==> src/rtl/irq_redir_pkg.sv <==
package irq_redir_pkg;

    // Stored fields of one redirection entry
    typedef struct packed {
        logic [15:0] dest;
        logic        masked;
        logic        level;
        logic        dest_logical;
        logic [2:0]  dmode;
        logic [7:0]  vector;
    } rte_t;

    localparam rte_t RTE_RESET = '{dest: 16'h0, masked: 1'b1, level: 1'b0,
                                   dest_logical: 1'b0, dmode: 3'b0, vector: 8'h0};

    // Pin steering: one pin is moved onto another entry
    localparam int REMAP_PIN   = 0;
    localparam int REMAP_ENTRY = 2;

    typedef enum logic [0:0] {
        ST_IDLE  = 1'b0,
        ST_OFFER = 1'b1
    } dlv_state_t;

    function automatic logic [31:0] form_addr(rte_t r, logic [31:0] base);
        return base | (32'(r.dest) << 12) | (32'(r.dest_logical) << 2);
    endfunction

    function automatic logic [31:0] form_data(rte_t r);
        return 32'(r.vector) | (32'(r.dmode) << 8) | (32'(r.level) << 15);
    endfunction

endpackage

==> src/rtl/irq_entry_table.sv <==
module irq_entry_table
    import irq_redir_pkg::*;
#(
    parameter int N     = 24,
    parameter int IDX_W = 5
) (
    input  logic             clk,
    input  logic             rst_n,
    input  logic             wr_en,
    input  logic [IDX_W-1:0] wr_idx,
    input  logic             wr_hi,
    input  logic [31:0]      wr_data,
    input  logic             eoi_valid,
    input  logic [7:0]       eoi_vector,
    input  logic             commit_en,
    input  logic [IDX_W-1:0] commit_idx,
    output rte_t             ent_o [N],
    output logic [N-1:0]     remote_o
);

    for (genvar e = 0; e < N; e++) begin : g_ent
        rte_t ent_q;
        logic remote_q;
        logic wr_hit;
        logic commit_hit;
        logic eoi_hit;

        assign wr_hit     = wr_en && (wr_idx == IDX_W'(e));
        assign commit_hit = commit_en && (commit_idx == IDX_W'(e));
        assign eoi_hit    = eoi_valid && (eoi_vector == ent_q.vector);

        always_ff @(posedge clk) begin
            if (!rst_n) begin
                ent_q <= RTE_RESET;
            end else if (wr_hit) begin
                if (wr_hi) begin
                    ent_q.dest <= wr_data[31:16];
                end else begin
                    ent_q.vector       <= wr_data[7:0];
                    ent_q.dmode        <= wr_data[10:8];
                    ent_q.dest_logical <= wr_data[11];
                    ent_q.level        <= wr_data[15];
                    ent_q.masked       <= wr_data[16];
                end
            end
        end

        // Remote-pending: edge write clears, level delivery sets, EOI clears
        always_ff @(posedge clk) begin
            if (!rst_n) begin
                remote_q <= 1'b0;
            end else if (wr_hit && !wr_hi && !wr_data[15]) begin
                remote_q <= 1'b0;
            end else if (commit_hit && ent_q.level) begin
                remote_q <= 1'b1;
            end else if (eoi_hit) begin
                remote_q <= 1'b0;
            end
        end

        assign ent_o[e]    = ent_q;
        assign remote_o[e] = remote_q;

        // an edge-mode entry never carries a remote-pending flag
        a_r8_edge_no_remote: assert property (@(posedge clk) disable iff (!rst_n)
            !ent_q.level |-> !remote_q);

        // a matching end-of-interrupt clears the flag
        a_r7_eoi_clears: assert property (@(posedge clk) disable iff (!rst_n)
            (eoi_valid && remote_q && eoi_vector == ent_q.vector && !commit_hit)
            |=> !remote_q);
    end

endmodule

==> src/rtl/irq_pend_tracker.sv <==
module irq_pend_tracker
    import irq_redir_pkg::*;
#(
    parameter int N     = 24,
    parameter int IDX_W = 5
) (
    input  logic             clk,
    input  logic             rst_n,
    input  logic [N-1:0]     pin_in,
    input  logic [N-1:0]     masked,
    input  logic [N-1:0]     level,
    input  logic             clear_en,
    input  logic [IDX_W-1:0] clear_idx,
    output logic [N-1:0]     pend_o
);

    logic [N-1:0] src;
    logic [N-1:0] src_q;
    logic [N-1:0] pend_q;

    for (genvar e = 0; e < N; e++) begin : g_src
        if (e == REMAP_ENTRY) begin : g_steer
            assign src[e] = pin_in[REMAP_PIN];
        end else if (e == REMAP_PIN) begin : g_none
            assign src[e] = 1'b0;
        end else begin : g_direct
            assign src[e] = pin_in[e];
        end
    end

    always_ff @(posedge clk) begin
        if (!rst_n) src_q <= '0;
        else        src_q <= src;
    end

    for (genvar e = 0; e < N; e++) begin : g_pend
        always_ff @(posedge clk) begin
            if (!rst_n) begin
                pend_q[e] <= 1'b0;
            end else if (level[e]) begin
                pend_q[e] <= src[e];
            end else if (src[e] && !src_q[e] && !masked[e]) begin
                pend_q[e] <= 1'b1;
            end else if (clear_en && clear_idx == IDX_W'(e)) begin
                pend_q[e] <= 1'b0;
            end
        end

        // masked edge entries never become pending
        a_r3_masked_edge_drop: assert property (@(posedge clk) disable iff (!rst_n)
            (!pend_q[e] && masked[e] && !level[e]) |=> !pend_q[e]);
    end

    assign pend_o = pend_q;

endmodule

==> src/rtl/irq_delivery_fsm.sv <==
module irq_delivery_fsm
    import irq_redir_pkg::*;
#(
    parameter int N     = 24,
    parameter int IDX_W = 5
) (
    input  logic             clk,
    input  logic             rst_n,
    input  logic [N-1:0]     eligible,
    input  logic [31:0]      addr_tbl [N],
    input  logic [31:0]      data_tbl [N],
    input  logic             msg_ready,
    output logic             msg_valid,
    output logic [31:0]      msg_addr,
    output logic [31:0]      msg_data,
    output logic             commit_en,
    output logic [IDX_W-1:0] commit_idx
);

    dlv_state_t       state_q, state_d;
    logic [IDX_W-1:0] pick;
    logic [IDX_W-1:0] sel_q;
    logic [31:0]      addr_q, data_q;

    // Lowest eligible index wins
    always_comb begin
        pick = '0;
        for (int i = N - 1; i >= 0; i--) begin
            if (eligible[i]) pick = IDX_W'(i);
        end
    end

    always_comb begin
        state_d = state_q;
        unique case (state_q)
            ST_IDLE:  if (|eligible) state_d = ST_OFFER;
            ST_OFFER: if (msg_ready) state_d = ST_IDLE;
        endcase
    end

    always_ff @(posedge clk) begin
        if (!rst_n) begin
            state_q <= ST_IDLE;
            sel_q   <= '0;
            addr_q  <= '0;
            data_q  <= '0;
        end else begin
            state_q <= state_d;
            if (state_q == ST_IDLE && |eligible) begin
                sel_q  <= pick;
                addr_q <= addr_tbl[pick];
                data_q <= data_tbl[pick];
            end
        end
    end

    always_comb begin
        msg_valid  = (state_q == ST_OFFER);
        msg_addr   = addr_q;
        msg_data   = data_q;
        commit_en  = (state_q == ST_OFFER) && msg_ready;
        commit_idx = sel_q;
    end

    // a stalled offer keeps its content
    a_r11_offer_hold: assert property (@(posedge clk) disable iff (!rst_n)
        (msg_valid && !msg_ready) |=> (msg_valid && $stable(msg_addr) && $stable(msg_data)));

endmodule

==> src/rtl/irq_redirect_engine.sv <==
module irq_redirect_engine
    import irq_redir_pkg::*;
#(
    parameter int          NUM_ENTRIES = 24,
    parameter logic [31:0] MSG_BASE    = 32'hFEE0_0000,
    localparam int         IDX_W       = $clog2(NUM_ENTRIES)
) (
    input  logic                   clk,
    input  logic                   rst_n,
    input  logic [NUM_ENTRIES-1:0] pin_in,
    input  logic                   wr_en,
    input  logic [IDX_W-1:0]       wr_idx,
    input  logic                   wr_hi,
    input  logic [31:0]            wr_data,
    input  logic                   eoi_valid,
    input  logic [7:0]             eoi_vector,
    output logic                   msg_valid,
    input  logic                   msg_ready,
    output logic [31:0]            msg_addr,
    output logic [31:0]            msg_data
);

    rte_t                   ent [NUM_ENTRIES];
    logic [NUM_ENTRIES-1:0] remote;
    logic [NUM_ENTRIES-1:0] pend;
    logic [NUM_ENTRIES-1:0] masked;
    logic [NUM_ENTRIES-1:0] level;
    logic [NUM_ENTRIES-1:0] eligible;
    logic [31:0]            addr_tbl [NUM_ENTRIES];
    logic [31:0]            data_tbl [NUM_ENTRIES];
    logic                   commit_en;
    logic [IDX_W-1:0]       commit_idx;

    for (genvar e = 0; e < NUM_ENTRIES; e++) begin : g_view
        assign masked[e]   = ent[e].masked;
        assign level[e]    = ent[e].level;
        assign addr_tbl[e] = form_addr(ent[e], MSG_BASE);
        assign data_tbl[e] = form_data(ent[e]);
    end

    // Deliverable: pending, unmasked, and not waiting on an EOI
    assign eligible = pend & ~masked & (~level | ~remote);

    irq_entry_table #(.N(NUM_ENTRIES), .IDX_W(IDX_W)) i_table (
        .clk        (clk),
        .rst_n      (rst_n),
        .wr_en      (wr_en),
        .wr_idx     (wr_idx),
        .wr_hi      (wr_hi),
        .wr_data    (wr_data),
        .eoi_valid  (eoi_valid),
        .eoi_vector (eoi_vector),
        .commit_en  (commit_en),
        .commit_idx (commit_idx),
        .ent_o      (ent),
        .remote_o   (remote)
    );

    irq_pend_tracker #(.N(NUM_ENTRIES), .IDX_W(IDX_W)) i_pend (
        .clk       (clk),
        .rst_n     (rst_n),
        .pin_in    (pin_in),
        .masked    (masked),
        .level     (level),
        .clear_en  (commit_en),
        .clear_idx (commit_idx),
        .pend_o    (pend)
    );

    irq_delivery_fsm #(.N(NUM_ENTRIES), .IDX_W(IDX_W)) i_fsm (
        .clk        (clk),
        .rst_n      (rst_n),
        .eligible   (eligible),
        .addr_tbl   (addr_tbl),
        .data_tbl   (data_tbl),
        .msg_ready  (msg_ready),
        .msg_valid  (msg_valid),
        .msg_addr   (msg_addr),
        .msg_data   (msg_data),
        .commit_en  (commit_en),
        .commit_idx (commit_idx)
    );

endmodule

==> config.mk <==
export PLATFORM = sky130hd
export DESIGN_NAME = irq_redirect_engine
export DESIGN_NICKNAME = d
export VERILOG_FILES = /design/src/rtl/irq_redir_pkg.sv /design/src/rtl/irq_entry_table.sv /design/src/rtl/irq_pend_tracker.sv /design/src/rtl/irq_delivery_fsm.sv /design/src/rtl/irq_redirect_engine.sv
export SDC_FILE = /design/constraint.sdc
export NUM_CORES = 2
export LEC_CHECK = 0
export ABC_AREA = 1
export BUFFER_PORTS_ARGS = -buffer_cell sky130_fd_sc_hd__buf_4
export CORE_MARGIN = 8
export CORE_UTILIZATION = 53
export CTS_BUF_LIST = sky130_fd_sc_hd__clkbuf_16
export CTS_CLUSTER_SIZE = 28
export DETAILED_ROUTE_END_ITERATION = 6
export PLACE_DENSITY_LB_ADDON = 0.25
export REMOVE_ABC_BUFFERS = 1
export SKIP_CTS_REPAIR_TIMING = 1
export SLEW_MARGIN = 15
export SYNTH_ARGS = -nofsm -noshare
export SYNTH_HDL_FRONTEND = slang
export SYNTH_SLANG_ARGS = --single-unit
==> constraint.sdc <==
create_clock -name clk -period 4.17 [get_ports clk]
set_clock_uncertainty 0.15 [all_clocks]
set_input_delay 0.2085 -clock clk [delete_from_list [all_inputs] [get_ports clk]]
set_output_delay 0.2085 -clock clk [all_outputs]
set_load 0.01 [all_outputs]
==> impl_metrics.py <==
metrics = {
    "setup_path": {
        "required_ns": 4.58,
        "slowest_stage": "buf_4",
        "critPathMaxFanout": 29,
        "cp.arrival_ns": 4.13,
        "path_class": "flop to flop",
        "path_cells": "inv_1 > nand2_1 > o21ai_0 > a31oi_1 > o21bai_1 > a31oi_1 > nor2_1 > o21bai_1 > a21oi_4 > buf_4 > nand3_1 > nand3_1 > nand3_1 > nand2_1 > nand2_1 > a21oi_1",
        "cp-start-kind": "flop",
        "end_kind": "flop",
        "r2r_setup_slack_ns": 0.45,
        "reg2reg_depth": 16,
        "cp.buffers_inverters": 2,
        "worstReg2RegEnd": "i_fsm.msg_data[4]",
        "cp_top_family": "compound AO/OA/AOI/OAI gates",
        "critPathMaxStageDelay_ns": 0.43,
        "r2r-start": "i_table.ent_o[13]",
    },
    "grt": {
        "grt_pass1_wl_microns": 171000,
        "grt_use_total_pct": 30.2,
        "grt_pass1_vias": 30100,
        "grt_max_degree": 183,
        "antenna_found_initial": 0,
        "grt_overflow": 0,
    },
    "power": {
        "p_int_uw": 10300,
        "vdd_drop_max_mv": 0.468,
        "combPwrFrac_pct": 5.7,
        "p_sw_share_pct": 24.1,
        "power_uw": 13600,
        "seqPwrFrac_pct": 47.8,
        "switchingPower_uw": 3290,
        "clock_power_share_pct": 46.5,
        "p_leak_uw": 0.0147,
        "powerDensity_nw_per_um2": 373,
    },
    "sta": {
        "finalCritPeriodShare_pct": 89.2,
        "relSlewSlack_pct": 27.2,
        "fmax_mhz": 269,
        "fin_ws_ns": 0.449,
        "slew_violations": 0,
        "finalCriticalPeriod_ns": 3.72,
        "timing.hold.ws_ns": -0.0191,
        "rsz0062_at_grt": "false",
        "hold_viol_final": 1,
        "finalSetupViolCount": 0,
        "tightestPinTransition_ns": 1.09,
    },
    "drt": {
        "drt-pass1-iter-count": 6,
        "via_per_inst": 5.82,
        "wl_per_cell_microns": 19.7,
        "wirelength_microns": 111000,
        "vias": 32900,
        "ant_nets": 0,
        "drt_iter0_markers": 3849,
        "drc": 0,
    },
    "synthesis": {
        "synthMuxAreaShare_pct": 0,
        "synth_top_area_share_pct": 40.9,
        "synth-seq-area-share_pct": 40.9,
        "synth.distinct_cells": 37,
        "synth-seq-cells": 674,
        "ys_top_cells_by_area": "dfxtp_1 41%, nand3_1 11%, o21ai_0 9.9%",
        "synth.most_common_cell": "nand3_1",
        "syn_avg_cell_area_sq_um": 6.76,
        "synth_fa_ha_area_share_pct": 0,
        "synth_compound_area_share_pct": 21.0,
        "yosys_most_used_dff": "dfxtp_1",
        "post_synth_xor_area_fraction_pct": 1.06,
        "yosysWarnings": 0,
        "synth_edf_count": 0,
        "synth_cells": 4882,
        "synth_top_family_by_area": "simple AND/OR/NAND/NOR gates",
        "synth.top_cells.by_count": "718 x nand3_1, 685 x nand2_1, 674 x dfxtp_1",
        "synth_area_leader_cell": "dfxtp_1",
        "synthArstFlopShare_pct": 0,
        "synthSimpleGateAreaFrac_pct": 24.5,
        "syn_area_sq_um": 33000,
    },
    "cells_and_area": {
        "utilization_pct": 59.3,
        "final_area_sq_um": 36500,
        "drive_gt1_share_pct": 5.65,
        "nNetsFinal": 4836,
        "syn2layout_area_growth_pct": 10.8,
    },
    "cts": {
        "numClockSinks": 674,
        "clk_path_buf_depth": 3,
        "cts.reportedPaths.clkPinSlew_ns": 0.06,
        "clk-insertion-delay-late_ns": 0.63,
        "cts_buffers": 72,
        "clockRootBuffer": "clkbuf_16",
        "cts_tree": "built",
        "htreeDepth": 3,
    },
    "placed_design": {
        "dp_hpwl_microns": 67600,
        "place_area_sq_um": 33700,
        "pre_cts_ws_ns": 0.567,
        "numPortBuffers": 98,
        "place_congestion": 0.937,
    },
    "floorplan": {
        "num_rows": 91,
        "io_pins": 140,
        "die_h_microns": 265,
        "coreArea_sq_um": 61600,
        "die_area_sq_um": 70500,
        "fp.dieW_microns": 265,
        "start_util_pct": 53.6,
    },
    "worst_hold_path": {
        "hold_depth": 5,
        "min_from": "wr_idx[4]",
        "hold_path.class": "input port to flop",
        "whs_endpoint": "i_table.ent_o[523]",
    },
    "status": {
        "violations": "hold timing",
        "status": "finished, violations left",
    },
    "run": {
        "maxCapViolations": 0,
    },
}
## registers in the layout, summed over array words and instances, names as in the netlist
signal,cells
i_fsm.msg_valid,1
i_table.g_ent.remote_q,23
i_fsm.msg_addr,12
i_fsm.msg_data,12
i_fsm.commit_idx,5
i_pend.src_q,23
i_pend.pend_o,23
i_table.ent_o,575
## kinds of logic (layout without fill, tap and decap cells)
group                  count (synthesis)  count (layout)
buffers and inverters               1016             920
XOR/XNOR                              40              40
AO/OA/AOI/OAI                       1317            1317
flip-flops                           674             674
other                                  1              32
AND/OR/NAND/NOR                     1834            1834
## stage by stage
step | setup TNS (ns) | std cells
after global placement | 0 | 5473
final | 0 | 5654
after floorplan | -155.89 | 4477
after CTS | 0 | 5602
after global routing | 0 | 5653
after detailed placement | 0 | 5473
## how the worst max path moves through the flow
stage	start	end	slack (ns)	depth (start not counted)
finish	i_table.ent_o[13]	i_fsm.msg_data[4]	0.45	16
global route	i_table.ent_o[12]	i_fsm.msg_addr[17]	0.23	32
CTS	i_table.ent_o[13]	i_fsm.msg_data[6]	0.53	33
detailed placement	i_table.ent_o[12]	i_fsm.msg_addr[16]	0.57	32
global placement	i_table.ent_o[12]	i_fsm.msg_addr[16]	0.54	32
floorplan	i_pend.pend_o[1]	i_fsm.msg_addr[12]	-5.67	10
## metal layers
metal  up-vias  part of all wire (%)  GRT usage, %
li1      15900                     -             -
met1     15000                    40          39.2
met2      1632                    45          47.5
met3       385                   9.1          5.13
met4         0                   5.6          16.5
met5         -                     0             0
## power groups by stage
stage	Combinational [uW]	Clock (uW)	Sequential, uW
2_1_floorplan	302	0	6650
6_report	774	6350	6520
3_5_place_dp	709	0	6660
3_3_place_gp	700	0	6660
4_1_cts	711	6390	6520
5_1_grt	829	6650	6520
## cell usage in the layout (no fill, tap or decap), drive strengths merged, types with 19 or more instances in the layout
| master | n |
|---|---|
| o41ai | 25 |
| clkinv | 38 |
| dfxtp | 674 |
| o21ai | 654 |
| nand3 | 718 |
| o2111ai | 24 |
| xnor2 | 19 |
| buf | 159 |
| nand3b | 50 |
| nand4 | 21 |
| o22ai | 32 |
| inv | 589 |
| dlygate4sd3 | 51 |
| conb | 31 |
| a21oi | 543 |
| nand2 | 688 |
| xor2 | 21 |
| nor2 | 331 |
| clkbuf | 77 |
## worst reg2reg max path, cell delays in order (launching register included)
cell	delay, ns
dfxtp_1	0.30
inv_1	0.08
nand2_1	0.08
o21ai_0	0.40
a31oi_1	0.28
o21bai_1	0.21
a31oi_1	0.10
nor2_1	0.21
o21bai_1	0.14
a21oi_4	0.39
buf_4	0.43
nand3_1	0.14
nand3_1	0.12
nand3_1	0.22
nand2_1	0.21
nand2_1	0.07
a21oi_1	0.15
## area by class of cell
cell class	count	area, sq um
Fill cell	5862	25100
Clock inverter	52	362
Clock buffer	77	1930
Inverter	581	2180
Antenna cell	1	2.50
Timing Repair Buffer	210	1960
Sequential cell	674	13500
Multi-Input combinational cell	3222	15600
Tap cell	837	1050
(Power assumes the default switching activity.)
